**src/rtl/kbd_slot_pkg.sv**
```systemverilog
package kbd_slot_pkg;
  typedef struct packed {
    logic flag_hit;  // any qualified access at the flag offset
    logic stat_rd;   // qualified read at the flag offset
    logic port_wr;   // qualified write at the port offset
    logic cap_rd;    // qualified read at the capture offset
    logic loop_rd;   // qualified read at the loopback offset
  } kbd_sel_t;
endpackage

```
**src/rtl/kbd_slot_decode.sv**
```systemverilog
module kbd_slot_decode
  import kbd_slot_pkg::*;
#(
  parameter int ADDR_W   = 3,
  parameter int OFS_FLAG = 3,
  parameter int OFS_PORT = 4,
  parameter int OFS_CAP  = 5,
  parameter int OFS_LOOP = 6
) (
  input  logic              dev_sel,
  input  logic              kbd_present,
  input  logic [ADDR_W-1:0] addr,
  input  logic              rd,
  output kbd_sel_t          sel
);
  localparam logic [ADDR_W-1:0] A_FLAG = ADDR_W'(OFS_FLAG);
  localparam logic [ADDR_W-1:0] A_PORT = ADDR_W'(OFS_PORT);
  localparam logic [ADDR_W-1:0] A_CAP  = ADDR_W'(OFS_CAP);
  localparam logic [ADDR_W-1:0] A_LOOP = ADDR_W'(OFS_LOOP);

  logic hit;
  // third enable is permanently true, so only two terms remain
  assign hit = dev_sel & kbd_present;

  always_comb begin
    sel          = '0;
    sel.flag_hit = hit && (addr == A_FLAG);
    sel.stat_rd  = hit && rd && (addr == A_FLAG);
    sel.port_wr  = hit && !rd && (addr == A_PORT);
    sel.cap_rd   = hit && rd && (addr == A_CAP);
    sel.loop_rd  = hit && rd && (addr == A_LOOP);
  end
endmodule

```
**src/rtl/kbd_slot_regs.sv**
```systemverilog
module kbd_slot_regs #(
  parameter int DATA_W = 8
) (
  input  logic              clk,
  input  logic              rst_n,
  input  logic              port_wr,
  input  logic [DATA_W-1:0] host_din,
  input  logic [DATA_W-1:0] kbd_in,
  output logic [DATA_W-1:0] port_q,
  output logic [DATA_W-1:0] cap_q
);
  always_ff @(posedge clk or negedge rst_n) begin
    if (!rst_n) begin
      port_q <= '0;
      cap_q  <= '0;
    end else begin
      cap_q <= kbd_in;
      if (port_wr) port_q <= host_din;
    end
  end
endmodule

```
**src/rtl/kbd_slot_flag.sv**
```systemverilog
module kbd_slot_flag #(
  parameter int DATA_W = 8,
  parameter int TIED_W = 4
) (
  input  logic              clk,
  input  logic              rst_n,
  input  logic              set_i,
  input  logic              irq_n,
  input  logic              test_jmp_n,
  output logic              flag_q,
  output logic [DATA_W-1:0] status
);
  localparam int PAD_W = DATA_W - 2 - TIED_W;

  always_ff @(posedge clk or negedge rst_n) begin
    if (!rst_n)      flag_q <= 1'b0;
    else if (!irq_n) flag_q <= 1'b0;
    else if (set_i)  flag_q <= 1'b1;
  end

  // inverting buffer: tied-high inputs read as zero
  logic [TIED_W-1:0] tied_hi;
  assign tied_hi = '1;

  generate
    if (PAD_W > 0) begin : g_pad
      assign status = {{PAD_W{1'b0}}, ~tied_hi, ~test_jmp_n, ~flag_q};
    end else begin : g_nopad
      assign status = {~tied_hi, ~test_jmp_n, ~flag_q};
    end
  endgenerate
endmodule

```
**src/rtl/kbd_slot_if.sv**
```systemverilog
module kbd_slot_if
  import kbd_slot_pkg::*;
#(
  parameter int DATA_W   = 8,
  parameter int ADDR_W   = 3,
  parameter int OFS_FLAG = 3,
  parameter int OFS_PORT = 4,
  parameter int OFS_CAP  = 5,
  parameter int OFS_LOOP = 6,
  parameter int TIED_W   = 4
) (
  input  logic              clk,
  input  logic              rst_n,
  input  logic              dev_sel,
  input  logic [ADDR_W-1:0] addr,
  input  logic              rd,
  input  logic [DATA_W-1:0] host_din,
  output logic [DATA_W-1:0] host_dout,
  output logic              host_doe,
  input  logic              irq_n,
  output logic [DATA_W-1:0] kbd_out,
  input  logic [DATA_W-1:0] kbd_in,
  input  logic              kbd_present,
  input  logic              test_jmp_n
);
  kbd_sel_t          sel;
  logic [DATA_W-1:0] port_q, cap_q, status;
  logic              hs_flag;

  kbd_slot_decode #(
    .ADDR_W(ADDR_W), .OFS_FLAG(OFS_FLAG), .OFS_PORT(OFS_PORT),
    .OFS_CAP(OFS_CAP), .OFS_LOOP(OFS_LOOP)
  ) u_dec (
    .dev_sel(dev_sel), .kbd_present(kbd_present), .addr(addr), .rd(rd), .sel(sel)
  );

  kbd_slot_regs #(.DATA_W(DATA_W)) u_regs (
    .clk(clk), .rst_n(rst_n), .port_wr(sel.port_wr), .host_din(host_din),
    .kbd_in(kbd_in), .port_q(port_q), .cap_q(cap_q)
  );

  kbd_slot_flag #(.DATA_W(DATA_W), .TIED_W(TIED_W)) u_flag (
    .clk(clk), .rst_n(rst_n), .set_i(sel.flag_hit), .irq_n(irq_n),
    .test_jmp_n(test_jmp_n), .flag_q(hs_flag), .status(status)
  );

  assign kbd_out = port_q;

  always_comb begin
    host_dout = '0;
    host_doe  = 1'b0;
    if (sel.stat_rd) begin
      host_dout = status;
      host_doe  = 1'b1;
    end else if (sel.cap_rd) begin
      host_dout = cap_q;
      host_doe  = 1'b1;
    end else if (sel.loop_rd) begin
      host_dout = port_q;
      host_doe  = 1'b1;
    end
  end
endmodule

```
**config.mk**
```make
export PLATFORM = sky130hd
export DESIGN_NAME = kbd_slot_if
export DESIGN_NICKNAME = d
export VERILOG_FILES = /design/src/rtl/kbd_slot_pkg.sv /design/src/rtl/kbd_slot_decode.sv /design/src/rtl/kbd_slot_regs.sv /design/src/rtl/kbd_slot_flag.sv /design/src/rtl/kbd_slot_if.sv
export SDC_FILE = /design/constraint.sdc
export NUM_CORES = 1
export LEC_CHECK = 0
export ABC_AREA = 1
export BUFFER_PORTS_ARGS = -buffer_cell sky130_fd_sc_hd__buf_2
export CORE_UTILIZATION = 39
export DETAILED_ROUTE_END_ITERATION = 10
export PLACE_DENSITY = 0.84
export SYNTH_ARGS = -nofsm -noshare
export SYNTH_HDL_FRONTEND = slang
export SYNTH_SLANG_ARGS = --single-unit
```
**constraint.sdc**
```tcl
create_clock -name clk -period 0.8 [get_ports clk]
set_input_delay 0 -clock clk [delete_from_list [all_inputs] [get_ports clk]]
set_output_delay 0 -clock clk [all_outputs]
set_load 0.01 [all_outputs]
```
* Word level (Yosys, flattened, before mapping) *
Cells that the tools add are included.

word-level totals
  register bits = 17
  output and inout port bits = 17
  logic and storage cells = 27

cells by class
  equal/unequal tests = 5
  multiplexer cells = 8
  bitwise logic cells = 3
  reduce and logical (&&, ||, !) cells = 8

operators with widths
  operator                                                                count
  8-bit two-way mux                                                       3
  3-bit equality test (second input constant)                             3
  1-bit logical AND                                                       7
  1-bit two-way mux                                                       5
  3-bit by 2-bit equality test with 1-bit output (second input constant)  1
  2-bit by 1-bit != test with 1-bit output (second input constant)        1
  1-bit inverter                                                          2
  1-bit bitwise AND                                                       1
  1-bit logical NOT                                                       1

* Longest topological paths before layout *
  word-level depth = 6
  depth in mapped cells = 6

* Cells and area by module *
A second synthesis with hierarchy kept.

unflattened totals
  cells, all modules = 135
  area, all modules = 939.7 sq um

by module, submodules not included
  module           instances  cells each  area an instance (sq um)
  kbd_slot_regs    1          42          505.5
  kbd_slot_if      1          63          266.5
  kbd_slot_flag    1          13          92.6
  kbd_slot_decode  1          17          75.1

* Least setup slack after synthesis *
Ideal clock, no wire load.

  kind = register to register
  start = register u_regs.port_q[0] (netlist name)
  end = register u_regs.port_q[0]
  setup time = 118 ps
  data arrival time = 532 ps
  setup slack = 150 ps
  cell stages (with the launch flop) = 3
  buffers on the path = 0
  clock period less this slack = 650 ps
  cell sequence = dfrtp_1 > nand2_1 > o21ai_2

RTL lines
  element               line                 RTL
  end signal, assigned  kbd_slot_regs.sv:18  if (port_wr) port_q <= host_din;
  end, declared         kbd_slot_regs.sv:9   output logic [DATA_W-1:0] port_q,

* Final worst setup path *
  start = register u_flag.flag_q
  end = output host_dout[0]

on the way
  cells in the longest elaborated chain, start to end = 2

ends and longest elaborated chain
  element                 line                 RTL
  start, declared         kbd_slot_flag.sv:10  output logic flag_q,
  start signal, assigned  kbd_slot_flag.sv:16  if (!rst_n) flag_q <= 1'b0;
  start signal, assigned  kbd_slot_flag.sv:17  else if (!irq_n) flag_q <= 1'b0;
  start signal, assigned  kbd_slot_flag.sv:18  else if (set_i) flag_q <= 1'b1;
  1-bit inverter          kbd_slot_flag.sv:27  assign status = {{PAD_W{1'b0}}, ~tied_hi, ~test_jmp_n, ~flag_q};
  8-bit two-way mux       kbd_slot_if.sv:52    if (sel.stat_rd) begin
  end, declared           kbd_slot_if.sv:18    output logic [DATA_W-1:0] host_dout,

Every way passes these cells.

==> out/summary.txt <==
====================================================================================
Post-layout power .....................................................      2.02 mW
Iteration-0 DRC count of the detailed router ..........................           17
Global-route usage over all layers ....................................        18.9%
Number of antenna violations at the first check in global routing .....            0
Warnings from Yosys ...................................................            0
Boundary pin count ....................................................           43
Number of enable flip-flop cells after synthesis ......................            0
Count of distinct cell types in the synthesized netlist ...............           15
End of the worst register-to-register path ............................ u_regs.port_q[4]
Critical path launch point type .......................................         flop
Number of nets in the layout ..........................................          187
Clock period minus worst slack ........................................      1.02 ns
Share of flip-flops with an asynchronous set or reset after synthesis .         100%
Master cell of the clock root buffer ..................................     clkbuf_4
Mean instance size in the synthesized netlist .........................    8.95 um^2
Total of endpoints with negative setup slack in the final report ......           16
TritonCTS buffer count ................................................            3
Violations in the final reports ....................................... negative setup slack
Port-buffer cells .....................................................           42
Register-to-register setup slack ......................................      0.01 ns
Number of violations of the max-capacitance limit .....................            0
Required @ worst endpoint .............................................      0.80 ns
Placement Rows ........................................................           16
Transition time at the pin with the least slew margin .................     0.366 ns
Synthesized netlist net count .........................................          117
Layout Cells excl Fill ................................................          187
Setup clock skew after layout .........................................         0 ns
Post-Syn Area .........................................................     815 um^2
Vias per std cell .....................................................         4.45
Final HPWL DP .........................................................      1.38 mm
Max-slew violations ...................................................            0
Placed Instance Area ..................................................    1050 um^2
Syn-to-layout area delta ..............................................        63.7%
Most common library cell in the layout ignoring fill and taps .........        buf_2
Crit. End Element .....................................................   output pin
Routability Congestion ................................................        0.722
Power Dens Cells ...................................................... 1510 nW/um^2
TritonRoute pass-1 iters ..............................................            4
Initial Utilization ...................................................        41.5%
Post-synthesis sequential element count ...............................           17
Vias in the first global route ........................................          732
TritonCTS clock tree ..................................................         done
Maximum number of pins on one net before global-route repair ..........           18
Headroom to the max-slew limit ........................................        75.6%
Number of failing hold endpoints at the final stage ...................            0
Worst Reg-to-Reg Cells ................................................            3
Most frequent cells in the layout ..................................... buf_2 (41), nand2_1 (31), dlygate4sd3_1 (18)
Clock transition at the registers of the reported paths ...............      0.10 ns
Tcrit/Tclk final ......................................................         128%
Num Clock Sinks .......................................................           17
Post-DR wirelength/cell ...............................................      11.7 um
Die area ..............................................................    2280 um^2
H-tree depth ..........................................................            1
Unrepaired setup endpoints after global routing .......................         true
Area of the core ......................................................    1960 um^2
Start of the worst register-to-register path .......................... u_regs.port_q[4]
Worst path setup slack after routing ..................................    -0.223 ns
Synthesized instance count ............................................           91
Die Span Y ............................................................      47.7 um
WS Path Type ..........................................................      reg2out
Start point of the critical path ...................................... u_flag.flag_q
Max clock buf depth ...................................................            2
Dominant register cell in the synthesized netlist .....................      dfrtp_1
Largest fanout on the critical path ...................................            2
Antenna diode count ...................................................            0
Global-route wire length before repair ................................      2.90 mm
Detail Route Antenna Nets .............................................            0
Ratio of cells with drive above 1 in the final layout .................        45.0%
Result of the run ..................................................... finished with violations
Global route overflow .................................................            0
Data arrival, critical path ...........................................      1.02 ns
Leak Pwr ..............................................................     0.732 nW
Drt total wl ..........................................................      2.19 mm
Maximum achievable frequency ..........................................    0.978 GHz
Instance count after placement with tap cells included ................          159
Horizontal extent of the die ..........................................      47.7 um
Class of the worst hold path ..........................................     in2async
CP endpoint ........................................................... host_dout[0]
DR vias ...............................................................          833
Worst IR Drop VDD .....................................................      1060 uV
Sequential cell area fraction in the yosys report .....................        52.2%
Clock latency at the later pin of the worst-skew pair .................      0.29 ns
DRC ...................................................................            0
Final Cell Area .......................................................    1330 um^2
====================================================================================
flip-flops by register name (all words and copies together), names as in the netlist:
signal,count
u_regs.cap_q,8
u_flag.flag_q,1
u_regs.port_q,8
metal layers:
layer  wire length [um]  share of wire [%]  global-route usage, %  vias to the layer above
met3                119                5.4                   1.51                        2
met2               1080                 49                   34.6                       37
met4                 19               0.87                   8.33                        0
met5                  0                  0                      0                        -
met1                965                 44                   22.4                      375
li1                   -                  -                      -                      419
synth_stat cells, types with 2 or more instances:
cell	n	area, um^2
dfrtp_1	17	425
inv_1	13	48.8
nand2_1	32	120
nand2_2	2	12.5
nand3_1	4	20.0
nand3b_1	2	15.0
nor2_1	4	15.0
nor2_4	3	33.8
o21ai_2	8	70.1
area by class of cell:
class | count | area (um^2)
sequential | 17 | 425
fill | 170 | 628
tap | 27 | 33.8
timing repair buffer | 64 | 427
inverter | 14 | 52.6
clock buffer | 3 | 22.5
multi-input combinational | 61 | 368
clock inverter | 1 | 5.00
worst min-delay path by stage:
| stage | start | slack, ns | to |
|---|---|---|---|
| global placement | rst_n | -0.07 | u_regs.cap_q[6] |
| finish | rst_n | 0.14 | u_regs.cap_q[4] |
| floorplan | rst_n | -0.30 | u_flag.flag_q |
| CTS | addr[2] | 0.10 | u_flag.flag_q |
| global route | rst_n | 0.19 | u_regs.cap_q[4] |
| detailed placement | rst_n | -0.06 | u_regs.cap_q[6] |
power breakdown:
group | total, mW | internal [mW] | switching [mW]
registers | 1.03 | 0.955 | 0.0731
logic | 0.524 | 0.276 | 0.248
clock network | 0.463 | 0.186 | 0.277
total | 2.02 | 1.42 | 0.598
worst max-delay path, stage by stage (launching register included):
cell and delay (ns):
dfrtp_1 0.39, nand3b_1 0.15, nand3_1 0.07, buf_2 0.12
stage by stage:
stage / setup TNS (ns) / hold slack (ns) / setup slack, ns / util, %
floorplan: 0 / -0.296 / 0.150 / -
global placement: 0 / -0.0728 / 0.00699 / 53.4
detailed placement: -0.211 / -0.0642 / -0.0340 / 53.4
CTS: -1.88 / 0.103 / -0.224 / 64.7
global route: -2.50 / 0.187 / -0.292 / 68.0
finish: -1.77 / 0.139 / -0.223 / 68.0
cell families after synthesis:
group	after synthesis	share of synthesized area (%)
AND/OR/NAND/NOR	50	30.7
buffers and inverters	15	7.83
flip-flops	17	52.2
AO/OA/AOI/OAI	9	9.22
timing repair:
action,in CTS,in global routing
endpoints found under the hold margin,34,0
setup endpoints to repair,16,17
hold buffers,18,0
gates cloned,0,2
resized for setup,0,7
setup buffers,2,2
pin swaps,4,7
Note: power is estimated with default switching activity, not from simulation.
